--- src/rtl/msix_pkg.sv ---
package msix_pkg;

    typedef enum logic [1:0] {
        DW_ADDR_LO = 2'd0,
        DW_ADDR_HI = 2'd1,
        DW_DATA    = 2'd2,
        DW_CTRL    = 2'd3
    } entry_dw_e;

    localparam int CTRL_EN_BIT    = 7;
    localparam int CTRL_FMASK_BIT = 6;

    typedef struct packed {
        logic [31:0] addr_lo;
        logic [31:0] addr_hi;
        logic [31:0] data;
        logic        mask;
    } vec_entry_t;

    typedef struct packed {
        logic [63:0] addr;
        logic [31:0] data;
    } msg_t;

    localparam vec_entry_t ENTRY_RESET = '{addr_lo: 32'd0, addr_hi: 32'd0,
                                           data: 32'd0, mask: 1'b1};

    function automatic msg_t entry_msg(input vec_entry_t e);
        msg_t m;
        m.addr = {e.addr_hi, e.addr_lo};
        m.data = e.data;
        return m;
    endfunction

    function automatic logic [31:0] entry_dword(input vec_entry_t e, input entry_dw_e sel);
        logic [31:0] d;
        case (sel)
            DW_ADDR_LO: d = e.addr_lo;
            DW_ADDR_HI: d = e.addr_hi;
            DW_DATA:    d = e.data;
            default:    d = {31'd0, e.mask};
        endcase
        return d;
    endfunction

endpackage

--- src/rtl/msix_vec_table.sv ---
module msix_vec_table
    import msix_pkg::*;
#(
    parameter int N_VEC = 8,
    parameter int IDXW  = $clog2(N_VEC),
    parameter int AW    = IDXW + 4
) (
    input  logic             clk,
    input  logic             rst,
    input  logic             wr_en,
    input  logic [AW-1:0]    wr_addr,
    input  logic [31:0]      wr_data,
    input  logic [AW-1:0]    rd_addr,
    output logic [31:0]      rd_data,
    input  logic [IDXW-1:0]  sel_idx,
    output msg_t             sel_msg,
    output logic [N_VEC-1:0] vec_mask
);

    vec_entry_t ent [N_VEC];

    logic [IDXW-1:0] wr_idx;
    logic [IDXW-1:0] rd_idx;
    entry_dw_e       wr_dw;

    assign wr_idx = wr_addr[AW-1:4];
    assign rd_idx = rd_addr[AW-1:4];
    assign wr_dw  = entry_dw_e'(wr_addr[3:2]);

    always_ff @(posedge clk) begin
        for (int v = 0; v < N_VEC; v++) begin
            if (rst) begin
                ent[v] <= ENTRY_RESET;
            end else if (wr_en && (32'(wr_idx) == v)) begin
                case (wr_dw)
                    DW_ADDR_LO: ent[v].addr_lo <= wr_data;
                    DW_ADDR_HI: ent[v].addr_hi <= wr_data;
                    DW_DATA:    ent[v].data    <= wr_data;
                    default:    ent[v].mask    <= wr_data[0];
                endcase
            end
        end
    end

    always_comb begin
        rd_data = 32'd0;
        if (32'(rd_idx) < N_VEC) begin
            rd_data = entry_dword(ent[rd_idx], entry_dw_e'(rd_addr[3:2]));
        end
    end

    always_comb begin
        for (int v = 0; v < N_VEC; v++) begin
            vec_mask[v] = ent[v].mask;
        end
    end

    assign sel_msg = entry_msg(ent[sel_idx]);

endmodule

--- src/rtl/msix_pend_array.sv ---
module msix_pend_array #(
    parameter int N_VEC = 8,
    parameter int IDXW  = $clog2(N_VEC)
) (
    input  logic             clk,
    input  logic             rst,
    input  logic             set_en,
    input  logic [IDXW-1:0]  set_idx,
    input  logic             clr_en,
    input  logic [IDXW-1:0]  clr_idx,
    input  logic [N_VEC-1:0] inuse,
    output logic [N_VEC-1:0] pend
);

    logic [N_VEC-1:0] inuse_q;
    logic [N_VEC-1:0] set_vec;
    logic [N_VEC-1:0] clr_vec;
    logic [N_VEC-1:0] dropped;

    always_comb begin
        for (int v = 0; v < N_VEC; v++) begin
            set_vec[v] = set_en && (32'(set_idx) == v);
            clr_vec[v] = clr_en && (32'(clr_idx) == v);
        end
    end

    assign dropped = inuse_q & ~inuse;

    always_ff @(posedge clk) begin
        if (rst) begin
            pend    <= '0;
            inuse_q <= '0;
        end else begin
            inuse_q <= inuse;
            // a fresh event wins over the acceptance of the previous one
            pend    <= (pend & ~clr_vec & ~dropped) | set_vec;
        end
    end

endmodule

--- src/rtl/msix_issue.sv ---
module msix_issue
    import msix_pkg::*;
#(
    parameter int N_VEC = 8,
    parameter int IDXW  = $clog2(N_VEC)
) (
    input  logic             clk,
    input  logic             rst,
    input  logic [N_VEC-1:0] deliverable,
    output logic [IDXW-1:0]  sel_idx,
    input  msg_t             sel_msg,
    input  logic             req_ready,
    output logic             req_valid,
    output msg_t             req_msg,
    output logic             acc_en,
    output logic [IDXW-1:0]  acc_idx
);

    logic [IDXW-1:0]  cur_idx;
    logic [N_VEC-1:0] inflight;
    logic [N_VEC-1:0] cand;
    logic             cand_any;
    logic             load;

    always_comb begin
        inflight = '0;
        if (req_valid) inflight[cur_idx] = 1'b1;
    end

    assign cand = deliverable & ~inflight;

    always_comb begin
        sel_idx  = '0;
        cand_any = 1'b0;
        for (int v = N_VEC - 1; v >= 0; v--) begin
            if (cand[v]) begin
                sel_idx  = IDXW'(v);
                cand_any = 1'b1;
            end
        end
    end

    assign load    = cand_any && (!req_valid || req_ready);
    assign acc_en  = req_valid && req_ready;
    assign acc_idx = cur_idx;

    always_ff @(posedge clk) begin
        if (rst) begin
            req_valid <= 1'b0;
            cur_idx   <= '0;
            req_msg   <= '0;
        end else if (load) begin
            req_valid <= 1'b1;
            cur_idx   <= sel_idx;
            req_msg   <= sel_msg;
        end else if (req_ready) begin
            req_valid <= 1'b0;
        end
    end

endmodule

--- src/rtl/msix_engine.sv ---
module msix_engine
    import msix_pkg::*;
#(
    parameter int N_VEC = 8,
    localparam int IDXW   = $clog2(N_VEC),
    localparam int WIN_AW = IDXW + 4,
    localparam int EVW    = IDXW + 1
) (
    input  logic              clk,
    input  logic              rst,
    input  logic              reg_wr,
    input  logic              reg_sel_pba,
    input  logic [WIN_AW-1:0] reg_addr,
    input  logic [31:0]       reg_wdata,
    output logic [31:0]       reg_rdata,
    input  logic              cfg_wr,
    input  logic [7:0]        cfg_byte,
    output logic [15:0]       cfg_ctrl,
    output logic              intx_clr,
    input  logic [N_VEC-1:0]  vec_inuse,
    input  logic              evt_fire,
    input  logic [EVW-1:0]    evt_vec,
    output logic              req_valid,
    input  logic              req_ready,
    output logic [63:0]       req_addr,
    output logic [31:0]       req_data
);

    localparam int PBA_DW  = (N_VEC + 31) / 32;
    localparam int PDW_IW  = WIN_AW - 2;

    logic             fn_en;
    logic             fn_maskall;
    logic             fn_masked;
    logic [N_VEC-1:0] vec_mask;
    logic [N_VEC-1:0] pend;
    logic [N_VEC-1:0] deliverable;
    logic [IDXW-1:0]  sel_idx;
    msg_t             sel_msg;
    msg_t             req_msg;
    logic             acc_en;
    logic [IDXW-1:0]  acc_idx;
    logic             evt_ok;
    logic [31:0]      tbl_rdata;
    logic [31:0]      pba_rdata;
    logic [PBA_DW*32-1:0] pend_pad;
    logic [PDW_IW-1:0]    pba_dw_idx;

    // control byte
    always_ff @(posedge clk) begin
        if (rst) begin
            fn_en      <= 1'b0;
            fn_maskall <= 1'b0;
            intx_clr   <= 1'b0;
        end else begin
            intx_clr <= cfg_wr && cfg_byte[CTRL_EN_BIT];
            if (cfg_wr) begin
                fn_en      <= cfg_byte[CTRL_EN_BIT];
                fn_maskall <= cfg_byte[CTRL_FMASK_BIT];
            end
        end
    end

    assign fn_masked = !fn_en || fn_maskall;
    assign cfg_ctrl  = {fn_en, fn_maskall, 3'b000, 11'(N_VEC - 1)};

    // event qualification
    assign evt_ok = evt_fire && (32'(evt_vec) < N_VEC) && vec_inuse[evt_vec[IDXW-1:0]];

    msix_vec_table #(.N_VEC(N_VEC), .IDXW(IDXW), .AW(WIN_AW)) u_table (
        .clk      (clk),
        .rst      (rst),
        .wr_en    (reg_wr && !reg_sel_pba),
        .wr_addr  (reg_addr),
        .wr_data  (reg_wdata),
        .rd_addr  (reg_addr),
        .rd_data  (tbl_rdata),
        .sel_idx  (sel_idx),
        .sel_msg  (sel_msg),
        .vec_mask (vec_mask)
    );

    msix_pend_array #(.N_VEC(N_VEC), .IDXW(IDXW)) u_pend (
        .clk     (clk),
        .rst     (rst),
        .set_en  (evt_ok),
        .set_idx (evt_vec[IDXW-1:0]),
        .clr_en  (acc_en),
        .clr_idx (acc_idx),
        .inuse   (vec_inuse),
        .pend    (pend)
    );

    assign deliverable = pend & ~vec_mask & {N_VEC{!fn_masked}};

    msix_issue #(.N_VEC(N_VEC), .IDXW(IDXW)) u_issue (
        .clk         (clk),
        .rst         (rst),
        .deliverable (deliverable),
        .sel_idx     (sel_idx),
        .sel_msg     (sel_msg),
        .req_ready   (req_ready),
        .req_valid   (req_valid),
        .req_msg     (req_msg),
        .acc_en      (acc_en),
        .acc_idx     (acc_idx)
    );

    assign req_addr = req_msg.addr;
    assign req_data = req_msg.data;

    // pending-bit window, read only
    assign pend_pad   = (PBA_DW * 32)'(pend);
    assign pba_dw_idx = reg_addr[WIN_AW-1:2];

    always_comb begin
        pba_rdata = 32'd0;
        for (int d = 0; d < PBA_DW; d++) begin
            if (32'(pba_dw_idx) == d) pba_rdata = pend_pad[d*32 +: 32];
        end
    end

    assign reg_rdata = reg_sel_pba ? pba_rdata : tbl_rdata;

endmodule

--- config.mk ---
export PLATFORM = sky130hd
export DESIGN_NAME = msix_engine
export DESIGN_NICKNAME = d
export VERILOG_FILES = /design/src/rtl/msix_pkg.sv /design/src/rtl/msix_vec_table.sv /design/src/rtl/msix_pend_array.sv /design/src/rtl/msix_issue.sv /design/src/rtl/msix_engine.sv
export SDC_FILE = /design/constraint.sdc
export NUM_CORES = 2
export LEC_CHECK = 0
export CORE_UTILIZATION = 55
export CTS_BUF_LIST = sky130_fd_sc_hd__clkbuf_8 sky130_fd_sc_hd__clkbuf_16
export DETAILED_ROUTE_END_ITERATION = 12
export GPL_ROUTABILITY_DRIVEN = 0
export PLACE_DENSITY = 0.72
export SLEW_MARGIN = 20
export SYNTH_ARGS = -nofsm -noshare
export SYNTH_HDL_FRONTEND = slang
export SYNTH_SLANG_ARGS = --single-unit
--- constraint.sdc ---
create_clock -name clk -period 12.6 [get_ports clk]
set_input_delay 2.52 -clock clk [delete_from_list [all_inputs] [get_ports clk]]
set_output_delay 2.52 -clock clk [all_outputs]
set_load 0.1 [all_outputs]
=== Word-level counts from Yosys, hierarchy flattened ===
Memory sizes are Yosys's and may differ from the RTL's. A register that Yosys moved wholly into a read port is not among the register bits.
Index checks and enable logic that the tools add are counted.

* Order comparisons: 4
* Equal/unequal tests: 23
* Mux-type cells: 160
* Bitwise logic cells: 44
* Reduce and logical (&&, ||, !) cells: 44

{| class="wikitable"
|+ Operators with widths
! operator !! number
|-
| $mux 32 || 25
|-
| $mux 1 || 122
|-
| $pmux 32 s3 || 1
|-
| $and 8x8->8 || 6
|-
| $not 8->8 || 5
|-
| $eq 3x3->1 const B || 12
|-
| $or 1x1->1 || 32
|-
| $logic_and 1x1->1 || 31
|-
| $mux 3 || 8
|-
| $eq 3x2->1 const B || 6
|-
| $mux 8 || 2
|-
| $eq 3x1->1 const B || 3
|-
| $logic_not 3->1 || 3
|-
| $lt 3x4->1 const B || 2
|-
| $or 8x8->8 || 1
|-
| $logic_not 5->1 || 1
|-
| $logic_not 1->1 || 4
|-
| $lt 4x4->1 const B || 1
|-
| $bmux 1 s3 || 1
|-
| $demux 1 s3 || 1
|-
| $ge 3x1->1 const B || 1
|-
| $reduce_or 3->1 || 1
|-
| $eq 2x1->1 const B || 1
|-
| $eq 2x2->1 const B || 1
|-
| 3 further kinds || 4
|}

* Register bits: 23
* RAM bits: 776
* Input bits: 66
* Memories kept: 1

{| class="wikitable"
|+ Memories
! memory !! words !! bits a word !! read ports !! clocked after Yosys merged registers in !! wr ports !! RTL line !! text
|-
| u_table.ent || 8 || 97 || 10 || 1 || 8 || msix_vec_table.sv:20 || <nowiki>vec_entry_t ent [N_VEC];</nowiki>
|}

=== Longest topological paths before layout ===
* Word-level depth: 17
* Mapped depth: 13
* Mapped depth without buffers: 7

=== Modules after synthesis ===
From an unflattened synthesis, not the netlist that was laid out.

* Cells, all modules: 3,187
* Area total of the unflattened synthesis: 46,057.9 um^2

{| class="wikitable"
|+ Modules (own cells, without submodules)
! module !! times used !! cells an instance !! area an instance (um^2) !! sequential area each (um^2)
|-
| msix_vec_table || 1 || 2,561 || 41,059.4 || 23,302.3
|-
| msix_issue || 1 || 475 || 3,718.6 || 2,001.9
|-
| msix_pend_array || 1 || 68 || 645.6 || 320.3
|-
| msix_engine || 1 || 83 || 634.4 || 60.1
|}

=== Worst setup path after synthesis ===
OpenSTA, ideal clock, no wires.

* Path type: input -> output
* Start point: input port reg_addr[5]
* End point: output port reg_rdata[0]
* Arrival: 6,360 ps
* Data required time: 10,080 ps
* Slack: 3,720 ps
* Stages on the path: 8
* Path buffers: 3
* Path through: clkbuf_1 buf_1 clkbuf_1 mux4_2 mux2i_1 o22ai_1 a21oi_1 o21ai_0

* Longest elaborated chain between the ends: 3

{| class="wikitable"
|+ Ends and longest elaborated chain
! element !! RTL line !! text
|-
| start: declaration || msix_engine.sv:13 || <nowiki>input logic [WIN_AW-1:0] reg_addr,</nowiki>
|-
| $mem_v2 8x97 or $logic_not 5->1 (tied branches) || - ||
|-
| $pmux 32 s3 or $mux 8 (tied branches) || msix_pkg.sv:37, msix_engine.sv:119 ||
|-
| $mux 32 (*) || msix_engine.sv:123 || <nowiki>assign reg_rdata = reg_sel_pba ? pba_rdata : tbl_rdata;</nowiki>
|-
| end: declaration || msix_engine.sv:15 || <nowiki>output logic [31:0] reg_rdata,</nowiki>
|}

Mark *: on every way between the ends. The rest lies on a longest branch, timed or not.

=== Worst setup path after layout ===
* Start point: input port reg_addr[3]
* End point: output port reg_rdata[7]

* Longest elaborated chain between the ends: 3

{| class="wikitable"
|+ Ends and longest elaborated chain
! element !! RTL line !! text
|-
| $eq 2x2->1 (tied with other cells) || msix_pkg.sv:37 || <nowiki>case (sel)</nowiki>
|-
| $pmux 32 s3 or $mux 8 (tied branches) || msix_pkg.sv:37, msix_engine.sv:119 ||
|-
| $mux 32 (*) || msix_engine.sv:123 ||
|}

Marked as above.

==> flow_summary.toml <==
[place]
dp_cells = 4796
dp_hpwl_um = 95100
port-buffer-count = 189

[routing]
drt_iter0_markers = 6913
routedWlPerCell_um = 34.2
number_of_iterations_in_the_first_detailed_routing_pass = 10
avgViaCountPerCell = 7.19
post-route-drc-count = 0
num_vias = 35772
routed_wirelength_um = 170000
route.antenna.remaining_nets = 0

[floorplanning]
chipWidth_um = 294
effective_utilization_at_floorplan_pct = 55.7
io_pins = 212
placement_rows = 106
fp.coreArea_um2 = 84000
die_h_um = 294
die_area_um2 = 86200

[outcome]
status = "finished, final reports clean"

[power_and_ir_drop]
power.internal_mw = 5.11
peak_ir_drop_on_the_vdd_network_v = 0.000108
total_power_mw = 6.83
pwr_density_cell_nw_per_um2 = 130
power_frac_seq_pct = 50.3
power_frac_clock_pct = 39.9
p_switching_mw = 1.72
switching_share_pct = 25.2
power.share.combinational_pct = 9.8
static-leakage-power_nw = 18.2

[clocking]
ctsHoldBuffers = 0
cts.path.max_buffers = 3
cts.root.buffer_cell = "clkbuf_16"
post_cts_resize_count = 0
clock_latency_of_the_later_clocked_register_in_the_worst_skew_pair_ps = 670
cts_sinks = 895
cts_post_setup_buffers_inserted = 0
cts_tree = "done"
cts-buffers-inserted = 93
worst_setup_hold_path_clk_slew_ps = 60
htree_levels = 3

[setup_path]
worstSetupStartpointType = "input port"
critPathRequiredTime_ps = 10080
critical-path-slowest-cell = "clkdlybuf4s50_1"
worst-endpoint-arrival_ps = 6990
crit_path_max_incr_delay_ps = 1190
critical_path_peak_fanout = 25
worst_path_most_repeated_cell = "clkdlybuf4s50_1"
timing.critical_path.cells = "clkdlybuf4s50_1 > inv_2 > nand2_1 > o22ai_1 > a21oi_1 > o21ai_0 > clkdlybuf4s50_1"
path_class = "input port to output port"
worst_setup_path_end_kind = "output port"

[timing]
finClkSkew_ps = 38.0
fmaxAchievable_mhz = 105
setup_repair_after_global_routing_missed_its_margin = "false"
min_period_ps = 9510
finalMaxSlewViolations = 0
timing.final.hold_violations = 0
slew_headroom_pct = 15.0
period_share_pct = 75.5
report.final.setup_viol = 0
tightest_slew_ps = 1270
whs_ps = 530
tns_ps = 0

[yosys]
synth_sequential_area_ratio_pct = 54.9
synth_largest_area_cell = "edfxtp_1"
synth_async_sr_flop_share_pct = 0
mappedNetlistArea_um2 = 46800
area_share_of_the_leading_cell_type_in_the_synthesized_netlist_pct = 49.8
synth_edf_count = 776
synth_cells = 3787
cell_variety_after_synth = 68
yosys_warnings = 0
postSynth.topFlopCell = "edfxtp_1"
total_of_flip_flops_plus_latches_after_synthesis = 895
mapped_avg_cell_area_um2 = 12.3
synth.top_cells.by_area = "edfxtp_1, and2_1, mux4_2"

[flow_run]
max-cap-violations = 0

[global_routing]
grtUsageTotal_pct = 39.1
grt_max_degree = 82
antenna_found_initial = 17
grt_first_pass_wirelength_um = 241000
number_of_global_route_vias_before_repair = 34250
grt_remaining_overflow = 0

[finish]
area_growth_pct = 12.6
layout-drive-gt1-share_pct = 15.1
layout.filler_cells = 6347
finish.cell_count_without_fillers = 4976
num-nets-final = 3824

[hold_path]
worstHoldPathType = "flip-flop to flip-flop"
[cell usage after synthesis (all sizes together) (5+ instances only)]
cell      n
o41a     46
nand2b   19
a31o     25
nand3   194
a21oi   139
mux4    219
a21o     61
o21ai   194
edfxtp  776
a41oi    12
and2    818
nor4bb    5
nand4    34
nor3      7
inv       9
nor2     85
nand2    95
a222oi   41
o22ai    58
and3     33
a32oi    24
mux2i   149
clkbuf  330
o211ai   32
o22a      9
dfxtp   119
buf      93
mux2      8
a22oi    22
nor2b    16
o221ai    7
a31oi    73
[power groups by stage]
stage | clock network, mW | logic, mW | registers (mW)
after detailed placement | 0 | 0.647 | 3.49
after floorplan | 0 | 0.402 | 3.49
after CTS | 2.71 | 0.649 | 3.43
after global routing | 2.83 | 0.680 | 3.45
after global placement | 0 | 0.641 | 3.48
final | 2.73 | 0.668 | 3.44
[final timing paths]
check | cells after the start | start | slack [ps] | end
max | 7 | reg_addr[3] | 3090 | reg_rdata[7]
min | 2 | u_issue.req_msg[15] | 530 | u_issue.req_msg[15]
max reg2reg | 10 | u_issue.acc_idx[0] | 7200 | u_issue.req_msg[32]
min reg2reg | 2 | u_issue.req_msg[15] | 530 | u_issue.req_msg[15]
[layout by cell type (no fill, tap or decap), drive strengths merged, types with 95 or more instances in the layout]
cell type | Yosys | final
clkdlybuf4s50 | 0 | 180
edfxtp | 776 | 776
o21ai | 194 | 194
nand3 | 194 | 194
nand2 | 95 | 95
a21oi | 139 | 139
buf | 93 | 107
dfxtp | 119 | 119
clkbuf | 330 | 111
mux2i | 149 | 149
and2 | 818 | 818
mux4 | 219 | 219
[stage by stage]
step / instance area, um2 / util [%] / setup WS (ps)
6_report: 52700 / 62.7 / 3090
3_3_place_gp: 49600 / 59.1 / 3340
3_5_place_dp: 49700 / 59.1 / 3360
2_1_floorplan: 46800 / - / 3720
4_1_cts: 52700 / 62.7 / 3350
5_1_grt: 52700 / 62.7 / 3180
[cells by family (layout without fill, tap and decap cells)]
kind of cell / after synthesis / in the layout / synth area share [%]
muxes: 376 / 376 / 13.9
AOI/OAI and AO/OA: 759 / 759 / 11.0
buffers and inverters: 433 / 471 / 3.78
DFF: 895 / 895 / 54.9
other: 2 / 19 / 0.0161
and+or+nand+nor: 1322 / 1322 / 16.4
[registers in the layout, indices dropped and copies added, names as in the netlist]
name               cells
intx_clr               1
u_pend.inuse_q         8
fn_maskall             1
u_pend.pend            8
u_issue.acc_idx        3
u_issue.req_msg       96
u_table.ent          776
u_issue.req_valid      1
fn_en                  1
[final cells by class]
class                   count  area (um2)  share of cell area [%]
repair buffers            287        2650                    5.04
flip-flops and latches    895       25700                    48.8
multi-input cells        2471       19900                    37.7
clock buffers             111        2620                    4.97
clock inverters            63         379                   0.720
well taps                1134        1420                    2.69
diodes                      5        12.5                  0.0238
inverters                  10        40.0                  0.0760
[critical path, delay by kind of cell]
kind / cells / cell delay [ps]
simple gates: 1 / 930
buf+inv: 3 / 2410
compound gates: 3 / 1110
[layer usage]
layer	up-vias	track usage, %	wire length [um]
met1	17483	52.3	59300
met2	3355	56.9	73200
li1	14258	-	-
met3	658	13.7	28900
met5	-	0	129
met4	18	19.3	8780
(Power assumes the default switching activity.)
